**src/rtl/rtc_tick_pkg.sv**
```systemverilog
package rtc_tick_pkg;
    typedef enum logic [0:0] {
        PH_FULL = 1'b0,
        PH_TAIL = 1'b1
    } phase_e;
endpackage

```
**src/rtl/rtc_prescaler.sv**
```systemverilog
module rtc_prescaler #(
    parameter int unsigned DIV = 1024
) (
    input  logic clk,
    input  logic rst,
    output logic tick
);
    localparam int unsigned PW = (DIV > 1) ? $clog2(DIV) : 1;
    localparam logic [PW-1:0] LAST = PW'(DIV - 1);

    logic [PW-1:0] pre_cnt;

    assign tick = (pre_cnt == LAST);

    always_ff @(posedge clk) begin
        if (rst)       pre_cnt <= '0;
        else if (tick) pre_cnt <= '0;
        else           pre_cnt <= pre_cnt + PW'(1);
    end

    generate
        if (DIV > 1) begin : g_spacing
            p_tick_gap_r2: assert property (@(posedge clk) disable iff (rst)
                tick |=> !tick)
                else $error("prescaler tick on two adjacent cycles");
        end
    endgenerate
endmodule

```
**src/rtl/rtc_tick_fsm.sv**
```systemverilog
module rtc_tick_fsm
    import rtc_tick_pkg::*;
#(
    parameter int unsigned CNT_W    = 8,
    parameter int unsigned FULL_OVF = 15,
    parameter int unsigned REMAIN   = 66,
    parameter int unsigned FRAC_NUM = 1,
    parameter int unsigned FRAC_DEN = 4
) (
    input  logic clk,
    input  logic rst,
    input  logic tick,
    output logic half_done
);
    localparam int unsigned FW = (FRAC_DEN > 1) ? $clog2(FRAC_DEN) : 1;
    localparam int unsigned OW = $clog2(FULL_OVF + 1);
    localparam logic [CNT_W:0]  SPAN    = (CNT_W + 1)'(1) << CNT_W;
    localparam logic [CNT_W:0]  REM_W   = (CNT_W + 1)'(REMAIN);
    localparam logic [FW:0]     DEN_W   = (FW + 1)'(FRAC_DEN);
    localparam logic [FW:0]     NUM_W   = (FW + 1)'(FRAC_NUM);
    localparam logic [OW-1:0]   LAST_OV = OW'(FULL_OVF - 1);

    phase_e          state, nxt_state;
    logic [CNT_W-1:0] tmr, nxt_tmr;
    logic [OW-1:0]   ovf_cnt, nxt_ovf;
    logic [FW-1:0]   acc, nxt_acc;
    logic            nxt_done;

    logic            wrap;
    logic [FW:0]     frac_sum;
    logic            frac_carry;
    logic [CNT_W:0]  tail_len;
    logic [CNT_W:0]  tail_diff;

    assign wrap       = tick && (tmr == '1);
    assign frac_sum   = {1'b0, acc} + NUM_W;
    assign frac_carry = (frac_sum >= DEN_W);
    assign tail_len   = REM_W + {{CNT_W{1'b0}}, frac_carry};
    assign tail_diff  = SPAN - tail_len;

    always_comb begin
        nxt_state = state;
        nxt_tmr   = tick ? tmr + CNT_W'(1) : tmr;
        nxt_ovf   = ovf_cnt;
        nxt_acc   = acc;
        nxt_done  = 1'b0;
        unique case (state)
            PH_FULL: begin
                if (wrap) begin
                    if (ovf_cnt == LAST_OV) begin
                        nxt_state = PH_TAIL;
                        nxt_tmr   = tail_diff[CNT_W-1:0];
                        nxt_acc   = frac_sum[FW-1:0];
                        nxt_ovf   = '0;
                    end else begin
                        nxt_ovf   = ovf_cnt + OW'(1);
                    end
                end
            end
            PH_TAIL: begin
                if (wrap) begin
                    nxt_state = PH_FULL;
                    nxt_done  = 1'b1;
                end
            end
            default: nxt_state = PH_FULL;
        endcase
    end

    always_ff @(posedge clk) begin
        if (rst) begin
            state     <= PH_FULL;
            tmr       <= '0;
            ovf_cnt   <= '0;
            acc       <= '0;
            half_done <= 1'b0;
        end else begin
            state     <= nxt_state;
            tmr       <= nxt_tmr;
            ovf_cnt   <= nxt_ovf;
            acc       <= nxt_acc;
            half_done <= nxt_done;
        end
    end

    p_tail_idle_r2: assert property (@(posedge clk) disable iff (rst)
        (state == PH_TAIL) |-> (ovf_cnt == '0))
        else $error("wrap count nonzero while running the remainder");

    p_done_wrap_r3: assert property (@(posedge clk) disable iff (rst)
        half_done |-> (state == PH_FULL && tmr == '0))
        else $error("half-second end without a fresh full phase");
endmodule

```
**src/rtl/rtc_sec_count.sv**
```systemverilog
module rtc_sec_count #(
    parameter int unsigned       SEC_W    = 32,
    parameter logic [SEC_W-1:0]  SEC_INIT = '0
) (
    input  logic             clk,
    input  logic             rst,
    input  logic             half_done,
    input  logic             load_en,
    input  logic [SEC_W-1:0] load_val,
    output logic             sq_out,
    output logic [SEC_W-1:0] seconds,
    output logic             sec_inc
);
    logic going_low;

    assign going_low = half_done && sq_out;

    always_ff @(posedge clk) begin
        if (rst) begin
            sq_out  <= 1'b0;
            sec_inc <= 1'b0;
        end else begin
            sec_inc <= going_low;
            if (half_done) sq_out <= !sq_out;
        end
    end

    always_ff @(posedge clk) begin
        if (rst)            seconds <= SEC_INIT;
        else if (load_en)   seconds <= load_val;
        else if (going_low) seconds <= seconds + SEC_W'(1);
    end

    p_inc_on_fall_r4: assert property (@(posedge clk) disable iff (rst)
        sec_inc |-> (!sq_out && $past(sq_out)))
        else $error("strobe without a falling square wave");

    p_step_one_r5: assert property (@(posedge clk) disable iff (rst)
        !load_en |=> (seconds == $past(seconds) ||
                      seconds == $past(seconds) + SEC_W'(1)))
        else $error("seconds moved by more than one");

    p_load_wins_r6: assert property (@(posedge clk) disable iff (rst)
        load_en |=> (seconds == $past(load_val)))
        else $error("load value not taken");
endmodule

```
**src/rtl/frac_sec_timer.sv**
```systemverilog
module frac_sec_timer #(
    parameter int unsigned      PRESCALE = 1024,
    parameter int unsigned      CNT_W    = 8,
    parameter int unsigned      FULL_OVF = 15,
    parameter int unsigned      REMAIN   = 66,
    parameter int unsigned      FRAC_NUM = 1,
    parameter int unsigned      FRAC_DEN = 4,
    parameter int unsigned      SEC_W    = 32,
    parameter logic [SEC_W-1:0] SEC_INIT = SEC_W'(64'd60 * 64'd60 * 64'd24 * 64'd1461 * 64'd20)
) (
    input  logic             clk,
    input  logic             rst,
    input  logic             load_en,
    input  logic [SEC_W-1:0] load_val,
    output logic             sq_out,
    output logic [SEC_W-1:0] seconds,
    output logic             sec_inc
);
    localparam bit CFG_OK =
        (PRESCALE >= 1) && (CNT_W >= 1) && (CNT_W <= 16) &&
        (FULL_OVF >= 1) && (REMAIN >= 1) &&
        (REMAIN + 1 <= (1 << CNT_W)) &&
        (FRAC_DEN >= 2) && ((FRAC_DEN & (FRAC_DEN - 1)) == 0) &&
        (FRAC_NUM < FRAC_DEN);

    generate
        if (!CFG_OK) begin : g_bad_cfg
            $error("frac_sec_timer: illegal divider parameter combination");
        end
    endgenerate

    logic tick;
    logic half_done;

    rtc_prescaler #(
        .DIV (PRESCALE)
    ) u_pre (
        .clk  (clk),
        .rst  (rst),
        .tick (tick)
    );

    rtc_tick_fsm #(
        .CNT_W    (CNT_W),
        .FULL_OVF (FULL_OVF),
        .REMAIN   (REMAIN),
        .FRAC_NUM (FRAC_NUM),
        .FRAC_DEN (FRAC_DEN)
    ) u_seq (
        .clk       (clk),
        .rst       (rst),
        .tick      (tick),
        .half_done (half_done)
    );

    rtc_sec_count #(
        .SEC_W    (SEC_W),
        .SEC_INIT (SEC_INIT)
    ) u_cnt (
        .clk       (clk),
        .rst       (rst),
        .half_done (half_done),
        .load_en   (load_en),
        .load_val  (load_val),
        .sq_out    (sq_out),
        .seconds   (seconds),
        .sec_inc   (sec_inc)
    );
endmodule

```
**config.mk**
```make
export PLATFORM = sky130hd
export DESIGN_NAME = frac_sec_timer
export DESIGN_NICKNAME = d
export VERILOG_FILES = /design/src/rtl/rtc_tick_pkg.sv /design/src/rtl/rtc_prescaler.sv /design/src/rtl/rtc_tick_fsm.sv /design/src/rtl/rtc_sec_count.sv /design/src/rtl/frac_sec_timer.sv
export SDC_FILE = /design/constraint.sdc
export NUM_CORES = 1
export LEC_CHECK = 0
export BUFFER_PORTS_ARGS = -buffer_cell sky130_fd_sc_hd__buf_2
export CORE_MARGIN = 10
export CORE_UTILIZATION = 30
export DETAILED_ROUTE_END_ITERATION = 12
export HOLD_SLACK_MARGIN = 0.05
export SLEW_MARGIN = 5
export SYNTH_ARGS = -nofsm -noshare
export SYNTH_HDL_FRONTEND = slang
export SYNTH_SLANG_ARGS = --single-unit
```
**constraint.sdc**
```tcl
create_clock -name clk -period 2.1 [get_ports clk]
set_input_delay 0.105 -clock clk [delete_from_list [all_inputs] [get_ports clk]]
set_output_delay 0.105 -clock clk [all_outputs]
set_load 0.02 [all_outputs]
```
# == Word level (Yosys, flattened, before mapping) ==
# Cells that the tools add are included.
# word_totals
ram_bits,0
mem_bits_ro,0
wordCells,41
in_bits,35
latch_bits,0
out_inout_bits,34
mem_count,0
reg_bits,60
# classes
addsub,7
shift,0
magnitude_cmp,1
muxes,12
bitwise,1
div_mod_pow,0
n_reduce_logical,8
mul,0
n_eq_ne,3
# ops
op,n
2-to-1 mux 32 bit,2
"adder 32 x 1 -> 32 bit, second input constant",1
2-to-1 mux 8 bit,4
"adder 10 x 1 -> 10 bit, second input constant",1
"== test 10 bit, second input constant",1
"adder 7 x 1 -> 8 bit, first input constant",1
"adder 8 x 1 -> 8 bit, second input constant",1
"== test 8 bit, second input constant",1
"subtractor 1 x 8 -> 8 bit, first input constant",1
"adder 4 x 1 -> 4 bit, second input constant",1
"== test 4 bit, second input constant",1
2-to-1 mux 1 bit,4
2-to-1 mux 4 bit,1
OR reduction 2 bit,2
"adder 2 x 1 -> 3 bit, second input constant",1
">= comparator 3 bit, second input constant",1
AND reduction 3 bit,1
logical AND 1 bit,2
one-hot mux 1 bit (2 select lines),1
AND reduction 2 bit,1
nonzero test 2 bit,1
zero test 1 bit,1
NOT 1 bit,1

# == Longest topological paths before layout ==
# Gate-level depths: netlist (run 1).
# logic_depth
depth_word,7
ltp_mapped,7
ltp_nobuf,5

# == Modules after synthesis ==
# A second synthesis (run 1) with hierarchy kept.
# hier_totals
hier_cells,374
area_unflattened_um2,3245.6
# modules_own_cells
mod,cells_each,instances,seq_area_each_um2,area_per_inst_um2
rtc_sec_count,232,1,680.7,1950.6
rtc_tick_fsm,88,1,320.3,828.3
rtc_prescaler,54,1,200.2,466.7

# == Worst setup path after synthesis (run 1) ==
# Ideal clock, no wire load.
# synth_timing
path_type,flip-flop to flip-flop
from,register u_cnt.seconds[5]
to,register u_cnt.seconds[23]
period_less_slack_ns,2.094
path_buffers,1
slack_ns,0.006
arrival_ns,2.003
required_ns,2.009
stages_incl_launch_ff,6
setup_time_ns,0.091
cell_sequence,dfxtp_1 > nand4_4 > or4_1 > buf_2 > or4_1 > a311oi_1
# synth_via
elab_chain_len,3
# synth_lines
element,line,rtl
start: declaration,rtc_sec_count.sv:11,"output logic [SEC_W-1:0] seconds,"
start signal: assignment,rtc_sec_count.sv:30,else if (load_en) seconds <= load_val;
start signal: assignment,rtc_sec_count.sv:31,else if (going_low) seconds <= seconds + SEC_W'(1);
adder 32 x 1 -> 32 bit,rtc_sec_count.sv:31,
2-to-1 mux 32 bit,rtc_sec_count.sv:31,
2-to-1 mux 32 bit,rtc_sec_count.sv:30,
# No other way between the ends. The select of a mux whose other input is x is not followed.
# A chain may end at the register's enable or synchronous reset.

# == Worst setup path in the final report (run 1) ==
# layout_timing
from,register u_cnt.seconds[7]
to,register u_cnt.seconds[29]
# Same word-level chain as after synthesis.

==> results of run 1 <==
-- worst max-delay path, delay by kind of cell (launching register included) --
kind,cells,cell delay [ns]
flip-flops,1,0.38
AO/OA/AOI/OAI,1,0.26
AND/OR/NAND/NOR,3,1.22
-- where the power goes --
part	internal (mW)	switching, mW
clock	0.483	0.448
combinational	0.154	0.211
sequential	1.19	0.0534
-- per-layer routing --
metal	vias up	wire (um)
li1	1685	-
met1	1585	4400
met2	96	4750
met3	13	645
met4	0	153
met5	-	0
-- state kept, by name, summed over array words and instances (netlist names) --
register,cells
u_seq.acc,2
u_seq.ovf_cnt,4
u_pre.pre_cnt,10
u_seq.half_done,1
u_cnt.sec_inc,1
u_cnt.seconds,32
u_seq.state,1
u_cnt.sq_out,1
u_seq.tmr,8
-- synthesized netlist by cell type, drive strengths merged, types with 4 or more instances --
| cell type | number | area [um^2] |
|---|---|---|
| or3 | 5 | 31.3 |
| nor3 | 24 | 120 |
| a311oi | 10 | 87.6 |
| dfxtp | 60 | 1200 |
| or4 | 9 | 67.6 |
| a211oi | 11 | 82.6 |
| a31oi | 7 | 43.8 |
| nor4 | 9 | 56.3 |
| ha | 4 | 50.1 |
| o31ai | 11 | 82.6 |
| xnor2 | 10 | 87.6 |
| inv | 5 | 18.8 |
| clkbuf | 18 | 67.6 |
| a2111oi | 5 | 43.8 |
| o21ai | 6 | 30.0 |
| and3 | 14 | 87.6 |
| xor2 | 13 | 114 |
| a21oi | 15 | 75.1 |
| and4 | 12 | 106 |
| nand4 | 17 | 121 |
| buf | 5 | 20.0 |
| nor2 | 34 | 128 |
| nand2 | 31 | 116 |
| nand3 | 25 | 125 |
| nand2b | 4 | 25.0 |
-- cell usage in the layout (no fill, tap or decap), types with 3 or more instances in the layout --
cell           netlist  routed
inv_1                5       5
a21oi_1             15      15
xnor2_1             10      10
or4_1                9       8
a2111oi_0            5       5
nand4_1             16      16
or3_1                5       5
and2_1               3       3
a211oi_1            11      11
xor2_1              13      13
nor4_1               9       9
and3_1              14      14
nor3_1              24      24
nand2b_1             4       4
a311oi_1            10      10
clkbuf_8             0      11
nand2_1             31      31
nor2_1              34      34
ha_1                 4       4
a31o_2               3       3
buf_2                1      68
o21ai_0              6       6
dfxtp_1             60      59
a31oi_1              7       7
buf_4                0      23
and4_1              11      11
nand3_1             25      24
dlygate4sd3_1        0      12
o31ai_1             11      11
-- final cells by class --
class	instances	share of cell area, %
clock inverter	2	0.245
multi-input combinational	301	46.3
tap	136	4.16
inverter	6	0.550
timing repair buffer	103	15.5
sequential	60	29.4
clock buffer	13	3.88
-- what timing repair did --
action,CTS,global route
resized for setup,0,3
endpoints found under the setup margin,0,5
endpoints found under the hold margin,12,0
hold buffers,12,0
-- worst max path at each step --
stage / from / to / slack, ns / cells past startpoint
2_1_floorplan: u_cnt.seconds[5] / u_cnt.seconds[23] / 0.006 / 5
3_3_place_gp: u_cnt.seconds[8] / u_cnt.seconds[29] / 0.09 / 4
3_5_place_dp: u_cnt.seconds[8] / u_cnt.seconds[23] / 0.02 / 4
4_1_cts: u_cnt.seconds[8] / u_cnt.seconds[29] / 0.002 / 4
5_1_grt: u_pre.pre_cnt[0] / u_seq.tmr[7] / 0.003 / 5
6_report: u_cnt.seconds[7] / u_cnt.seconds[29] / 0.14 / 4
-- cells by family after synthesis --
logic type | Yosys count | share of synthesized area [%]
AO/OA/AOI/OAI | 80 | 18.1
adder cells (fa/ha/maj) | 4 | 1.57
flip-flops | 60 | 37.6
AND/OR/NAND/NOR | 193 | 32.7
buffers and inverters | 29 | 3.44
multiplexers | 1 | 0.313
XOR/XNOR | 23 | 6.30
==> impl_metrics.json, run 1 <==
{
  "max-clock-path-buffers": 2,
  "die_y_um": 123,
  "post-route-util_pct": 39.5,
  "avgRoutedWirePerCell_um": 16.0,
  "ios": 69,
  "yosys_warnings": 0,
  "drcViolationCount": 0,
  "start_util_pct": 30.8,
  "cts-root-buf": "clkbuf_8",
  "routed_wl_um": 9950,
  "grt_max_degree": 32,
  "synthCells": 390,
  "synthesis.area_mm2": 0.00320,
  "setup_viol": 0,
  "syn_to_final_growth_pct": 28.0,
  "ys_types": 45,
  "clkSinkCount": 60,
  "clk_latency_ns": 0.34,
  "use_met1_pct": 15.8,
  "finClkSkew_ns": 0.0107,
  "hpwlAfterDp_um": 7410,
  "antenna_found_initial": 0,
  "slowest_delay_ns": 0.62,
  "instances_no_fill": 621,
  "nNetsFinal": 520,
  "period_minus_slack_ns": 1.96,
  "cp_max_fo": 8,
  "multi_input_area_mm2": 0.00189,
  "holdWs_ns": 0.0523,
  "whs_endpoint": "u_cnt.seconds[13]",
  "crit_chain": "nand4_4 > or4_4 > or4_1 > a311oi_1",
  "syn_avg_cell_area_um2": 8.20,
  "dpl_cell_area_mm2": 0.00379,
  "critPathCaptureType": "register",
  "reg2reg_slack_ns": 0.14,
  "synth-seq-cells": 60,
  "synthFlopType": "dfxtp_1",
  "timing.final.crit_share_pct": 93.1,
  "async_flop_share_pct": 0,
  "cap_violations": 0,
  "r2r_start": "u_cnt.seconds[7]",
  "run_status": "completed",
  "hp-start": "load_val[13]",
  "worstSetupStartpointType": "register",
  "cts_setup_buffers": 0,
  "diodes": 0,
  "grt_pass1_wl_um": 16300,
  "power.total_mw": 2.54,
  "hold_class": "input port to register",
  "critPathKind": "register to register",
  "grtUsageMet2_pct": 22.4,
  "die_x_um": 123,
  "finalWorstSetupSlack_ns": 0.144,
  "num_rows": 37,
  "place_inst": 594,
  "cts_tree": "built",
  "syn-num-nets": 429,
  "p_per_area_mw_per_mm2": 620,
  "max-vdd-ir-drop_uv": 208,
  "r2r-end": "u_cnt.seconds[29]",
  "arrival_ns": 2.20,
  "p_leak_nw": 1.56,
  "overflow": 0,
  "synth_edf_count": 0,
  "cts_made_buffers": 9,
  "core_area_mm2": 0.0104,
  "rsz0062_at_grt": "false",
  "n_fill_cell": 1072,
  "path_clk_slew_ns": 0.07,
  "worst-r2r-cell-count": 4,
  "drtIter0Drc": 257,
  "die-area_mm2": 0.0152,
  "preCtsSetupSlack_ns": 0.0199,
  "final_area_mm2": 0.00409,
  "first_pass_iters": 5,
  "busiest_layer": "met2",
  "setup_tns_ns": 0,
  "final_antenna_net_count": 0,
  "max_freq_mhz": 511,
  "slew_violations": 0,
  "tightest_slew_ns": 0.510,
  "place.gp.congestion": 0.862,
  "num_vias": 3379,
  "cts_max_level": 3,
  "slew_headroom_pct": 65.9,
  "grt_usage_pct": 13.2,
  "drt-vias-per-instance": 5.44,
  "seqCellArea_mm2": 0.00120,
  "port_buffers": 68,
  "yosysSeqAreaShare_pct": 37.6,
  "cp_slowest_cell": "or4_4",
  "worstHoldPathCells": 3,
  "grt_use_met3_pct": 3.14,
  "drive_gt1_share_pct": 23.5,
  "first_global_vias": 3380,
  "hold_violations": 0,
  "required_ns": 2.35
}
Power figures use the tool's default switching activity.
==> inputs of run 2 (changes only) <==
CORE_UTILIZATION = 54   (was 30)
CTS_CLUSTER_SIZE = 25   (was default)
PLACE_DENSITY = 0.79   (was default)
RECOVER_POWER = 25   (was default)
==> run 2 against run 1 <==
  * Wire length is 5.1% lower
  * Global-route usage is 6.3 points higher
  * Critical path depth stayed put
  * Via count is 2.0% higher
  * Cell count is 9.2% lower
  * Die area is 38% lower
  * Non-clock buffer count is 4 higher
  * Sequential power hardly changed
  * Count of clock-buffer cells in the layout is 2 lower
  * Critical path type unchanged
  * Largest cell class unchanged
==> impl_metrics.json, run 2 (synthesis gave the netlist of run 1 again) <==
{
  "top_register": "u_cnt.seconds",
  "cap_violations": 0,
  "n_fill_cell": 465,
  "max-vdd-ir-drop_uv": 441,
  "setup_tns_ns": 0,
  "run_status": "completed",
  "die_y_um": 96.9,
  "first_pass_iters": 4,
  "largest_reg_flops": 32,
  "cp_max_fo": 8,
  "cts_tree": "built",
  "tightest_slew_ns": 0.488,
  "slew_headroom_pct": 67.4,
  "arrival_ns": 2.21,
  "p_leak_nw": 1.54,
  "cp_top_family": "simple AND/OR/NAND/NOR gates",
  "cts-root-buf": "clkbuf_8",
  "final_common_cell": "dfxtp_1",
  "drtIter0Drc": 201,
  "place_inst": 531,
  "instances_no_fill": 564,
  "period_minus_slack_ns": 1.96,
  "finClkSkew_ns": 0.00890,
  "critPathCaptureType": "register",
  "maxUsedRoutingLayer": "met4",
  "setup_viol": 0,
  "grt_max_degree": 26,
  "met2_wirelength_um": 4630,
  "hold_class": "input port to register",
  "die-area_mm2": 0.00940,
  "place.gp.congestion": 0.893,
  "top_regs": "u_cnt.seconds (32), u_pre.pre_cnt (10), u_seq.tmr (8)",
  "avgRoutedWirePerCell_um": 16.7,
  "worstHoldPathCells": 3,
  "drive_gt1_share_pct": 19.2,
  "hold_violations": 0,
  "routed_wl_um": 9440,
  "path_clk_slew_ns": 0.07,
  "drcViolationCount": 0,
  "timing.final.crit_share_pct": 93.3,
  "ios": 69,
  "worst-r2r-cell-count": 4,
  "rsz0062_at_grt": "false",
  "critPathKind": "register to register",
  "clk_latency_ns": 0.35,
  "overflow": 0,
  "mostFrequentLayoutCells": "dfxtp_1 (60), buf_2 (48), nor2_1 (34), nand2_1 (31), nand3_1 (25)",
  "first_global_vias": 3243,
  "crit_chain": "nand4_4 > or4_4 > or4_1 > a311oi_1",
  "seqCellArea_mm2": 0.00120,
  "p_per_area_mw_per_mm2": 679,
  "cts_made_buffers": 9,
  "num_vias": 3448,
  "multi_input_area_mm2": 0.00189,
  "die_x_um": 96.9,
  "port_buffers": 68,
  "max_freq_mhz": 510,
  "cp.depth": 4,
  "num_rows": 27,
  "final_antenna_net_count": 0,
  "syn_to_final_growth_pct": 27.2,
  "nNetsFinal": 524,
  "wl_met3_um": 672,
  "clkSinkCount": 60,
  "slew_violations": 0,
  "core_area_mm2": 0.00564,
  "critPathBufInv": 0,
  "worstSetupStartpointType": "register",
  "cp_slowest_cell": "or4_4",
  "antenna_found_initial": 2,
  "slowest_delay_ns": 0.62,
  "max-clock-path-buffers": 2,
  "wl_met1_um": 3950,
  "required_ns": 2.35,
  "grt_pass1_wl_um": 15600,
  "drt-vias-per-instance": 6.11,
  "grt_usage_pct": 19.5,
  "start_util_pct": 56.7,
  "hpwlAfterDp_um": 6740,
  "cts_max_level": 3
}
==> run 2: changes by cell type in the layout (fill, tap and decap cells not counted), moves of 2 or more <==
cell	before	now
clkbuf_1	2	22
dlygate4sd3_1	12	15
buf_2	68	48
diode_2	0	2
bufinv_16	0	2
==> run 2: final timing paths <==
kind                       endpoint        startpoint  slack (ns)
hold / removal    u_cnt.seconds[19]      load_val[19]        0.05
setup reg to reg  u_cnt.seconds[23]  u_cnt.seconds[8]        0.14
setup / recovery  u_cnt.seconds[23]  u_cnt.seconds[8]        0.14
hold reg to reg    u_pre.pre_cnt[0]  u_pre.pre_cnt[0]        0.47
==> run 2: repair_timing <==
item | in CTS | in global routing
setup endpoints to repair | 0 | 3
gates resized for setup | 0 | 1
setup buffers | 0 | 0
hold buffers | 15 | 0
endpoints found under the hold margin | 15 | 0
==> run 2: final cells by class <==
class / count / share of cell area [%]
antenna: 2 / 0.123
clock buffer: 11 / 3.48
clock inverter: 5 / 1.85
inverter: 6 / 0.554
multi-input combinational: 301 / 46.5
sequential: 60 / 29.5
tap: 72 / 2.22
timing repair buffer: 107 / 15.8
==> run 2: worst register-to-register path: cells and delay by family, from the launching register on <==
kind | cells | cell delay, ns
AND/OR/NAND/NOR | 3 | 1.22
AO/OA/AOI/OAI | 1 | 0.27
flip-flops | 1 | 0.38
==> run 2: metrics by stage <==
stage               utilization (%)  worst slack [ns]  total power, mW  instance area (um^2)  hold WS (ns)
floorplan                         -           0.00590             1.45                  3200         0.243
global placement               65.9             0.148             1.60                  3720         0.340
detailed placement             65.9            0.0792             1.61                  3720         0.341
CTS                            72.4            0.0644             2.78                  4090        0.0504
global route                   72.1           0.00122             2.87                  4070        0.0655
finish                         72.1             0.140             2.76                  4070        0.0465
==> run 2: layer usage <==
metal  vias to the layer above  global-route usage, %
met4                         0                   8.12
met5                         -                      0
met2                       131                   31.7
li1                       1684                      -
met3                        16                   6.03
met1                      1617                   23.0
==> run 2: power by group <==
part / switching [mW] / internal, mW / leakage, nW
Combinational: 0.209 / 0.151 / 0.939
Clock: 0.469 / 0.695 / 0.113
Sequential: 0.0538 / 1.19 / 0.492
